File: config.mk
export PLATFORM = sky130hd
export DESIGN_NAME = adc_pwr_ctrl
export DESIGN_NICKNAME = d
export VERILOG_FILES = /design/src/rtl/pmc_pkg.sv /design/src/rtl/pmc_edge_track.sv /design/src/rtl/pmc_wake_timer.sv /design/src/rtl/pmc_mode_fsm.sv /design/src/rtl/adc_pwr_ctrl.sv
export SDC_FILE = /design/constraint.sdc
export NUM_CORES = 1
export LEC_CHECK = 0
export BUFFER_PORTS_ARGS = -buffer_cell sky130_fd_sc_hd__buf_2
export CORE_MARGIN = 5
export CORE_UTILIZATION = 50
export CTS_CLUSTER_DIAMETER = 120
export DETAILED_ROUTE_END_ITERATION = 8
export PLACE_DENSITY = 0.79
export REMOVE_ABC_BUFFERS = 1
export SLEW_MARGIN = 15
export SYNTH_ARGS = -nofsm -noshare
export SYNTH_HDL_FRONTEND = slang
export SYNTH_SLANG_ARGS = --single-unit
export TNS_END_PERCENT = 100
File: constraint.sdc
create_clock -name clk -period 2.25 [get_ports clk]
set_input_delay 0.1125 -clock clk [delete_from_list [all_inputs] [get_ports clk]]
set_output_delay 0.1125 -clock clk [all_outputs]
set_load 0.01 [all_outputs]
File: src/rtl/pmc_pkg.sv
package pmc_pkg;

  typedef enum logic [1:0] {
    PM_NORMAL  = 2'd0,
    PM_PARTIAL = 2'd1,
    PM_FULL    = 2'd2,
    PM_WAKING  = 2'd3
  } pm_mode_e;

  typedef enum logic [1:0] {
    WIN_EARLY = 2'd0,
    WIN_MID   = 2'd1,
    WIN_LATE  = 2'd2,
    WIN_DONE  = 2'd3
  } win_e;

  // Which release window a count of serial-clock falls lands in.
  function automatic win_e classify(input int unsigned n,
                                    input int unsigned keep,
                                    input int unsigned stay,
                                    input int unsigned frame);
    if (n < keep)       return WIN_EARLY;
    else if (n < stay)  return WIN_MID;
    else if (n < frame) return WIN_LATE;
    else                return WIN_DONE;
  endfunction

  // Mode after select returns high.
  function automatic pm_mode_e after_rise(input pm_mode_e cur,
                                          input pm_mode_e src,
                                          input win_e w);
    case (cur)
      PM_NORMAL: return (w == WIN_MID) ? PM_PARTIAL : PM_NORMAL;
      PM_WAKING: begin
        case (w)
          WIN_EARLY: return src;
          WIN_MID:   return PM_FULL;
          default:   return PM_NORMAL;
        endcase
      end
      default:   return cur;
    endcase
  endfunction

  // A powered conversion is dropped when released before the frame ends.
  function automatic logic aborts(input pm_mode_e cur, input win_e w);
    return (cur == PM_NORMAL) && (w == WIN_MID || w == WIN_LATE);
  endfunction

  // {core, reference} enables.
  function automatic logic [1:0] power_flags(input pm_mode_e m);
    case (m)
      PM_PARTIAL: return 2'b01;
      PM_FULL:    return 2'b00;
      default:    return 2'b11;
    endcase
  endfunction

  function automatic logic track_state(input pm_mode_e m,
                                       input logic frame_open,
                                       input logic frame_end,
                                       input logic any_edge);
    case (m)
      PM_NORMAL: return !(frame_open && !frame_end);
      PM_WAKING: return any_edge;
      default:   return 1'b0;
    endcase
  endfunction

endpackage

File: src/rtl/pmc_edge_track.sv
module pmc_edge_track #(
  parameter int FRAME_EDGES = 16,
  parameter int CW          = 5
) (
  input  logic          clk,
  input  logic          rst_n,
  input  logic          cs_n,
  input  logic          sclk,
  output logic          cs_low,
  output logic          fall_evt,
  output logic          rise_evt,
  output logic          sclk_evt,
  output logic [CW-1:0] nfall
);

  localparam logic [CW-1:0] SAT = CW'(FRAME_EDGES);

  logic cs_q;
  logic sclk_q;

  assign fall_evt = cs_q & ~cs_n;
  assign rise_evt = ~cs_q & cs_n;
  assign sclk_evt = ~cs_q & ~cs_n & sclk_q & ~sclk;
  assign cs_low   = ~cs_q;

  always_ff @(posedge clk or negedge rst_n) begin
    if (!rst_n) begin
      cs_q   <= 1'b1;
      sclk_q <= 1'b1;
      nfall  <= '0;
    end else begin
      cs_q   <= cs_n;
      sclk_q <= sclk;
      if (fall_evt)
        nfall <= '0;
      else if (sclk_evt && nfall < SAT)
        nfall <= nfall + 1'b1;
    end
  end

endmodule

File: src/rtl/pmc_wake_timer.sv
module pmc_wake_timer #(
  parameter int TW = 11
) (
  input  logic          clk,
  input  logic          rst_n,
  input  logic          load,
  input  logic [TW-1:0] load_val,
  output logic          expired
);

  logic [TW-1:0] cnt;

  assign expired = (cnt == '0);

  always_ff @(posedge clk or negedge rst_n) begin
    if (!rst_n)
      cnt <= '0;
    else if (load)
      cnt <= load_val;
    else if (!expired)
      cnt <= cnt - 1'b1;
  end

endmodule

File: src/rtl/pmc_mode_fsm.sv
module pmc_mode_fsm
  import pmc_pkg::*;
#(
  parameter pm_mode_e RESET_MODE  = PM_NORMAL,
  parameter int       EDGE_KEEP   = 2,
  parameter int       EDGE_STAY   = 10,
  parameter int       FRAME_EDGES = 16,
  parameter int       CW          = 5
) (
  input  logic          clk,
  input  logic          rst_n,
  input  logic          fall_evt,
  input  logic          rise_evt,
  input  logic [CW-1:0] nfall,
  input  logic          ready,
  output pm_mode_e      mode_q,
  output logic          abort_q,
  output logic          frame_ok
);

  pm_mode_e src_q;
  win_e     win;

  assign win = classify(32'(nfall), EDGE_KEEP, EDGE_STAY, FRAME_EDGES);

  always_ff @(posedge clk or negedge rst_n) begin
    if (!rst_n) begin
      mode_q   <= RESET_MODE;
      src_q    <= RESET_MODE;
      abort_q  <= 1'b0;
      frame_ok <= 1'b0;
    end else begin
      abort_q <= 1'b0;
      if (fall_evt) begin
        if (mode_q == PM_PARTIAL || mode_q == PM_FULL) begin
          src_q  <= mode_q;
          mode_q <= PM_WAKING;
        end
        frame_ok <= (mode_q == PM_NORMAL) && ready;
      end else if (rise_evt) begin
        frame_ok <= 1'b0;
        abort_q  <= aborts(mode_q, win);
        mode_q   <= after_rise(mode_q, src_q, win);
      end
    end
  end

endmodule

File: src/rtl/adc_pwr_ctrl.sv
module adc_pwr_ctrl
  import pmc_pkg::*;
#(
  parameter pm_mode_e RESET_MODE   = PM_NORMAL,
  parameter int       EDGE_KEEP    = 2,
  parameter int       EDGE_STAY    = 10,
  parameter int       FRAME_EDGES  = 16,
  parameter int       PUP_PART_CYC = 64,
  parameter int       PUP_FULL_CYC = 2000
) (
  input  logic       clk,
  input  logic       rst_n,
  input  logic       cs_n,
  input  logic       sclk,
  output logic [1:0] mode,
  output logic       core_en,
  output logic       refbuf_en,
  output logic       abort_stb,
  output logic       track_en,
  output logic       ready,
  output logic       data_valid
);

  localparam int CW      = $clog2(FRAME_EDGES + 1);
  localparam int PUP_MAX = (PUP_FULL_CYC > PUP_PART_CYC) ? PUP_FULL_CYC : PUP_PART_CYC;
  localparam int TW      = $clog2(PUP_MAX + 1);
  localparam logic [CW-1:0] END_CNT = CW'(FRAME_EDGES);

  // Named internal events, also watched by the bound checker.
  logic          cs_low;
  logic          fall_evt;
  logic          rise_evt;
  logic          sclk_evt;
  logic [CW-1:0] nfall;
  logic          wake_done;
  logic          wake_load;
  logic [TW-1:0] wake_len;
  logic          frame_ok;
  pm_mode_e      mode_q;

  pmc_edge_track #(
    .FRAME_EDGES(FRAME_EDGES),
    .CW         (CW)
  ) u_edges (
    .clk     (clk),
    .rst_n   (rst_n),
    .cs_n    (cs_n),
    .sclk    (sclk),
    .cs_low  (cs_low),
    .fall_evt(fall_evt),
    .rise_evt(rise_evt),
    .sclk_evt(sclk_evt),
    .nfall   (nfall)
  );

  assign wake_load = fall_evt && (mode_q == PM_PARTIAL || mode_q == PM_FULL);
  assign wake_len  = (mode_q == PM_FULL) ? TW'(PUP_FULL_CYC) : TW'(PUP_PART_CYC);

  pmc_wake_timer #(
    .TW(TW)
  ) u_timer (
    .clk     (clk),
    .rst_n   (rst_n),
    .load    (wake_load),
    .load_val(wake_len),
    .expired (wake_done)
  );

  pmc_mode_fsm #(
    .RESET_MODE (RESET_MODE),
    .EDGE_KEEP  (EDGE_KEEP),
    .EDGE_STAY  (EDGE_STAY),
    .FRAME_EDGES(FRAME_EDGES),
    .CW         (CW)
  ) u_fsm (
    .clk     (clk),
    .rst_n   (rst_n),
    .fall_evt(fall_evt),
    .rise_evt(rise_evt),
    .nfall   (nfall),
    .ready   (ready),
    .mode_q  (mode_q),
    .abort_q (abort_stb),
    .frame_ok(frame_ok)
  );

  assign mode                 = mode_q;
  assign {core_en, refbuf_en} = power_flags(mode_q);
  assign ready                = (mode_q == PM_NORMAL) && wake_done;
  assign data_valid           = frame_ok && cs_low && (nfall >= END_CNT);
  assign track_en             = track_state(mode_q, cs_low, nfall >= END_CNT, nfall != '0);

endmodule

==> results.ini, run 1 <==
[synth]
synth_edf_count=0
syn_area_um2=1370
syn_inst=146
synth.area.top_cells=dfrtp_1 (40%), ha_1 (12%), nor2_1 (5.2%)
synth_top_area_share_pct=40.1
ys_types=35
synth_warnings=0
synth-main-ff-cell=dfrtp_1
async_flop_share_pct=100
yosysTopAreaCell=dfrtp_1
synth.avg_cell_area_um2=9.39
ys_seq_area_share_pct=44.0
synth_seq_cells=24

[power_and_ir_drop]
power.share.switching_pct=39.6
seqPwrFrac_pct=46.4
vdd_drop_max_mv=0.702
p_per_area_nw_per_um2=968
pwr-share-comb_pct=41.1
p_clk_share_pct=12.5
p_leak_nw=0.763
p_int_w=0.000912
power.switching_w=0.000597
power_w=0.00151

[cells_and_area]
syn_to_final_growth_pct=13.7
fin_cells=198
register_area_um2=603
multi_input_area_um2=701
utilization_pct=58.0
num-fill-cells=233
final_layout_size_suffix_gt1_share_pct=17.4
fin_nets=185
diodes=0

[worst_setup_path]
worst-endpoint-arrival_ps=1830
setup.worst_path.start=u_timer.cnt[0]
startpoint_type=register
rrSetupSlack_ps=320
path_class=register to output port
r2r_start=u_timer.cnt[0]
cp.required_ps=2140
crit_path_end_kind=output port
path_max_fanout=6

[sta]
worst_slack_ps=309
setup_viol=0
finalHoldViolCount=0
layout_min_cycle_time_ps=1940
final_max_slew_viol_count=0
fmax_mhz=515
finalCritPeriodShare_pct=86.3
skew_ps=4.45
worstMarginPinSlew_ps=803
slew_headroom_pct=45.7
finalSetupTns_ps=0
rsz0062_at_grt=false

[clock_network]
numCtsBuffers=3
cts_sinks=24
clockRootBuffer=clkbuf_4
cts_resized=0
cts_buffer_depth=2
clk_latency_ps=300
htreeDepth=1
cts_tree=yes
cts.clk_slew.worst_paths_ps=120

[flow_run]
maxCapViolations=0

[drt]
drtIter0Drc=85
drt_wl_total_um=2590
ant_nets=0
num_vias=1090
route.detailed.drc=0
dr.pass1.iters=4
via_per_inst=5.51
avgRoutedWirePerCell_um=13.1

[placement]
finalWeightedCongestion=0.872
dpl.hpwl_um=1910
dp_cells=187
pre_cts_ws_ps=377
numPortBuffers=11

[die]
design.core.area_um2=2690
fp.dieW_um=62.4
start_util_pct=51.0
fp.dieH_um=62.4
top_level_ports=12
fp-row-count=19
die_area_um2=3890

[global_route]
grt_start_max_net_pins=25
grt-ovfl-total=0
grt_pass1_vias=1092
grt_usage_pct=14.0
grt_antenna_before_repair=0
grt_pass1_wl_um=4580

[status]
status=finished clean

[min_path]
min_path_type=input port to async pin

-- path summary, 6_finish.rpt --
check                      depth (start not counted)              to
max                                                6           ready
min                                                2  u_timer.cnt[9]
max reg2reg                                        7  u_timer.cnt[5]
min reg2reg                                        2  u_fsm.src_q[1]
max in group asynchronous                          2    u_edges.cs_q
min in group clk                                   2  u_edges.sclk_q
-- layout make-up --
class                   instances  area share [%]
inverters                      14            3.37
clock buffers                   4            1.69
well taps                      31            2.49
multi-input cells             104            44.9
flip-flops and latches         24            38.7
repair buffers                 21            8.83
-- worst max-delay path, cell delays in order (launching register included) --
cell	delay [ps]
dfrtp_1	460
inv_1	100
ha_1	130
nor2b_1	150
nand4_1	290
nor2_1	230
buf_2	160
-- routing by layer --
metal  share of wire, %  vias up  track usage [%]
met5                  0        -                0
met4               0.73        0             3.71
met3                3.4        4             2.34
met2                 51       19             24.5
met1                 45      526             17.7
li1                   -      541                -
-- registers in the layout (all words and copies together), names as in the netlist --
register / count
u_fsm.abort_q: 1
u_fsm.mode_q: 2
u_edges.nfall: 5
u_fsm.src_q: 2
u_edges.cs_q: 1
u_fsm.frame_ok: 1
u_edges.sclk_q: 1
u_timer.cnt: 11
-- repair_timing --
item | in CTS | in global routing
buffers inserted | 0 | 4
hold endpoints to repair | 24 | 0
hold buffers | 3 | 0
setup endpoints to repair | 0 | 1
-- logic make-up (layout without fill, tap and decap cells) --
family,after synthesis,in the layout,share of synthesized area [%]
AOI/OAI and AO/OA,29,29,13.0
xor gates and xnor gates,6,6,3.83
adders and majority gates,13,13,11.9
buffers and inverters,18,39,4.93
DFF,24,24,44.0
muxes,2,2,1.46
and+or+nand+nor,54,54,20.9
-- cell usage after synthesis, types with 2 or more instances --
cell type,number
dfrtp_1,22
nor2_1,19
inv_1,14
ha_1,13
nand2_1,10
o21ai_0,9
a21oi_1,8
clkbuf_1,4
nor2b_1,4
a31oi_1,3
nand4_1,3
nor3b_1,3
xnor2_1,3
xor2_1,3
a31o_2,2
and3_1,2
dfstp_2,2
mux2i_1,2
nand3_1,2
nor3_1,2
o41ai_1,2
-- power by group through the flow --
stage	Sequential [W]	Combinational, W	Clock [W]
global route	0.000721	0.000715	0.000221
finish	0.000701	0.000620	0.000188
global placement	0.000694	0.000602	0
detailed placement	0.000708	0.000614	0
floorplan	0.000683	0.000443	0
CTS	0.000700	0.000623	0.000196
-- placed cells by master (no fill, tap or decap), types with 2 or more instances in the layout --
cell type      netlist  layout
clkbuf_4             0       3
dfrtp_1             22      22
nand3_1              2       2
o21ai_0              9       9
a31oi_1              3       3
nor2_1              19      19
a21oi_1              8       8
buf_4                0       7
buf_2                0      11
and3_1               2       2
xor2_1               3       3
nor2b_1              4       4
nand2_1             10      10
nor3_1               2       2
o41ai_1              2       2
xnor2_1              3       3
inv_1               14      14
dfstp_2              2       2
nand4_1              3       3
mux2i_1              2       2
dlygate4sd3_1        0       3
ha_1                13      13
nor3b_1              3       3
a31o_2               2       2
-- through the flow --
| step | hold slack (ps) | area (µm²) |
|---|---|---|
| CTS | 313 | 1530 |
| floorplan | -183 | 1360 |
| global route | 355 | 1560 |
| finish | 299 | 1560 |
| detailed placement | 119 | 1470 |
| global placement | 119 | 1470 |
Power figures use the tool's default switching activity.
==> inputs of run 2 (changes only) <==
Settings changed: CORE_UTILIZATION 50 to 45, GPL_TIMING_DRIVEN set to 0, PLACE_DENSITY 0.79 to 0.73, RECOVER_POWER set to 100.
==> results.ini, run 2 (synthesized netlist as in run 1, its figures left out) <==
[global_route]
grt_start_max_net_pins=25  ; unchanged
grt-ovfl-total=0  ; unchanged
grt_pass1_wl_um=4870  ; +6.3%
grt_usage_pct=14.3  ; +0.33 points
grt_antenna_before_repair=0  ; unchanged
grt_pass1_vias=1131  ; +3.6%

[worst_setup_path]
path_class=register to register
path_buf_inv=2  ; unchanged
critPathTopFamily=simple AND/OR/NAND/NOR gates
startpoint_type=register
setup.worst_path.start=u_timer.cnt[0]
worst-endpoint-arrival_ps=2340  ; +510 ps
crit_slowest_cell=or4b_1
slowest_delay_ps=470  ; about the same
crit_path_end_kind=register
r2r_start=u_timer.cnt[0]
path_max_fanout=10  ; +4
cp.required_ps=2510  ; +370 ps
path_cells=inv_1 > ha_1 > nor2b_1 > nand4_1 > clkbuf_1 > or4b_1 > a21oi_1

[drt]
num_vias=1053  ; -3.4%
drtIter0Drc=50  ; -41%
dr.pass1.iters=4  ; unchanged
ant_nets=0  ; unchanged
route.detailed.drc=0  ; unchanged
drt_wl_total_um=2660  ; +2.6%
avgRoutedWirePerCell_um=13.7  ; +4.7%
via_per_inst=5.43  ; -1.4%

[sta]
worstMarginPinSlew_ps=1310  ; +508 ps
final_max_slew_viol_count=0  ; unchanged
finalCritPeriodShare_pct=92.4  ; +6.2 points
finalSetupTns_ps=0  ; unchanged
skew_ps=8.00  ; +3.55 ps
rsz0062_at_grt=false
layout_min_cycle_time_ps=2080  ; +138 ps
fmax_mhz=481  ; -6.7%
finalHoldViolCount=0  ; unchanged
setup_viol=0  ; unchanged
slew_headroom_pct=12.6  ; -33 points

[cells_and_area]
final_common_cell=dfrtp_1
utilization_pct=50.5  ; -7.5 points
fin_nets=179  ; -3.2%
diodes=0  ; unchanged
fin_cells=194  ; -2.0%
largest_register_ffs=11  ; unchanged
reg.largest.list=u_timer.cnt: 11 flops, u_edges.nfall: 5 flops
num-fill-cells=298  ; +28%
syn_to_final_growth_pct=9.67
largest_register=u_timer.cnt
register_area_um2=603  ; unchanged
multi_input_area_um2=706  ; +0.71%
mostFrequentLayoutCells=dfrtp_1 (22), nor2_1 (19), inv_1 (14), ha_1 (13), clkbuf_1 (13)
final_layout_size_suffix_gt1_share_pct=6.83  ; -11 points

[clock_network]
cts_buffer_depth=2  ; unchanged
clk_latency_ps=320  ; +20 ps
cts.clk_slew.worst_paths_ps=140  ; +20 ps
cts_tree=yes
clockRootBuffer=clkbuf_4
cts_sinks=24  ; unchanged
htreeDepth=1  ; unchanged
numCtsBuffers=3  ; unchanged

[die]
die_area_um2=4250  ; +9.3%
fp.dieW_um=65.2  ; +4.5%
fp.dieH_um=65.2  ; +4.5%
start_util_pct=46.1  ; -5.0 points
fp-row-count=20  ; +1
design.core.area_um2=2980  ; +11%
top_level_ports=12  ; unchanged

[power_and_ir_drop]
p_leak_nw=0.697  ; -8.7%
p_per_area_nw_per_um2=1000  ; +3.5%
vdd_drop_max_mv=0.410  ; -42%

[placement]
dp_cells=186  ; -0.53%
finalWeightedCongestion=0.824  ; -5.5%
numPortBuffers=11  ; unchanged
dpl.hpwl_um=1940  ; +1.8%

[status]
status=finished clean

[min_path]
min_from=sclk
min_path_type=input port to register

[flow_run]
maxCapViolations=0  ; unchanged

[run 2: per-layer routing]
metal / track usage [%] / wire length (µm) / up-vias
met5: 0 / 0 / -
met4: 1.04 / 4 / 0
met3: 3.76 / 97 / 2
met2: 26.3 / 1330 / 13
met1: 17.4 / 1230 / 506
li1: - / - / 532
[run 2: worst register-to-register path, delay by kind of cell, from the launching register on]
family                   cells  cell delay (ps)
buffers and inverters        2              480
AND/OR/NAND/NOR              3              740
AO/OA/AOI/OAI                1              150
adder cells (fa/ha/maj)      1              200
flip-flops                   1              450
[run 2: layout make-up]
class	instances	share of cell area, %
multi-input cells	104	46.9
flip-flops and latches	24	40.1
repair buffers	15	4.99
inverters	14	3.49
well taps	33	2.75
clock buffers	4	1.75
[run 2: through the flow]
stage | instance area (µm²) | power [W] | worst slack, ps | hold slack [ps]
after floorplan | 1360 | 0.00113 | 466 | -183
after global placement | 1450 | 0.00128 | 239 | 122
after detailed placement | 1450 | 0.00132 | 154 | 130
after CTS | 1520 | 0.00153 | 126 | 304
after global routing | 1500 | 0.00164 | 66.3 | 463
final | 1500 | 0.00151 | 170 | 445
[run 2: path summary, 6_finish.rpt]
check	to	slack [ps]	depth (start not counted)
max in group asynchronous	u_edges.nfall[4]	890	2
worst max register to register	u_timer.cnt[5]	170	7
worst max-delay path	u_timer.cnt[5]	170	7
worst min-delay path	u_edges.sclk_q	440	2
min in group asynchronous	u_timer.cnt[8]	580	2
worst min register to register	u_fsm.src_q[1]	510	2
[run 2: what timing repair did]
action | in CTS | in global routing
hold endpoints to repair | 24 | 0
hold buffers | 3 | 0
gates resized for setup | 0 | 1
pin swaps | 1 | 0
setup endpoints to repair | 1 | 1
buffers inserted | 1 | 0
[run 2: where the power goes]
| part | internal, W | leakage [nW] | switching, W |
|---|---|---|---|
| Sequential | 0.000562 | 0.301 | 0.000142 |
| Combinational | 0.000256 | 0.381 | 0.000344 |
| Clock | 0.0000695 | 0.0150 | 0.000133 |
| Total | 0.000887 | 0.697 | 0.000619 |
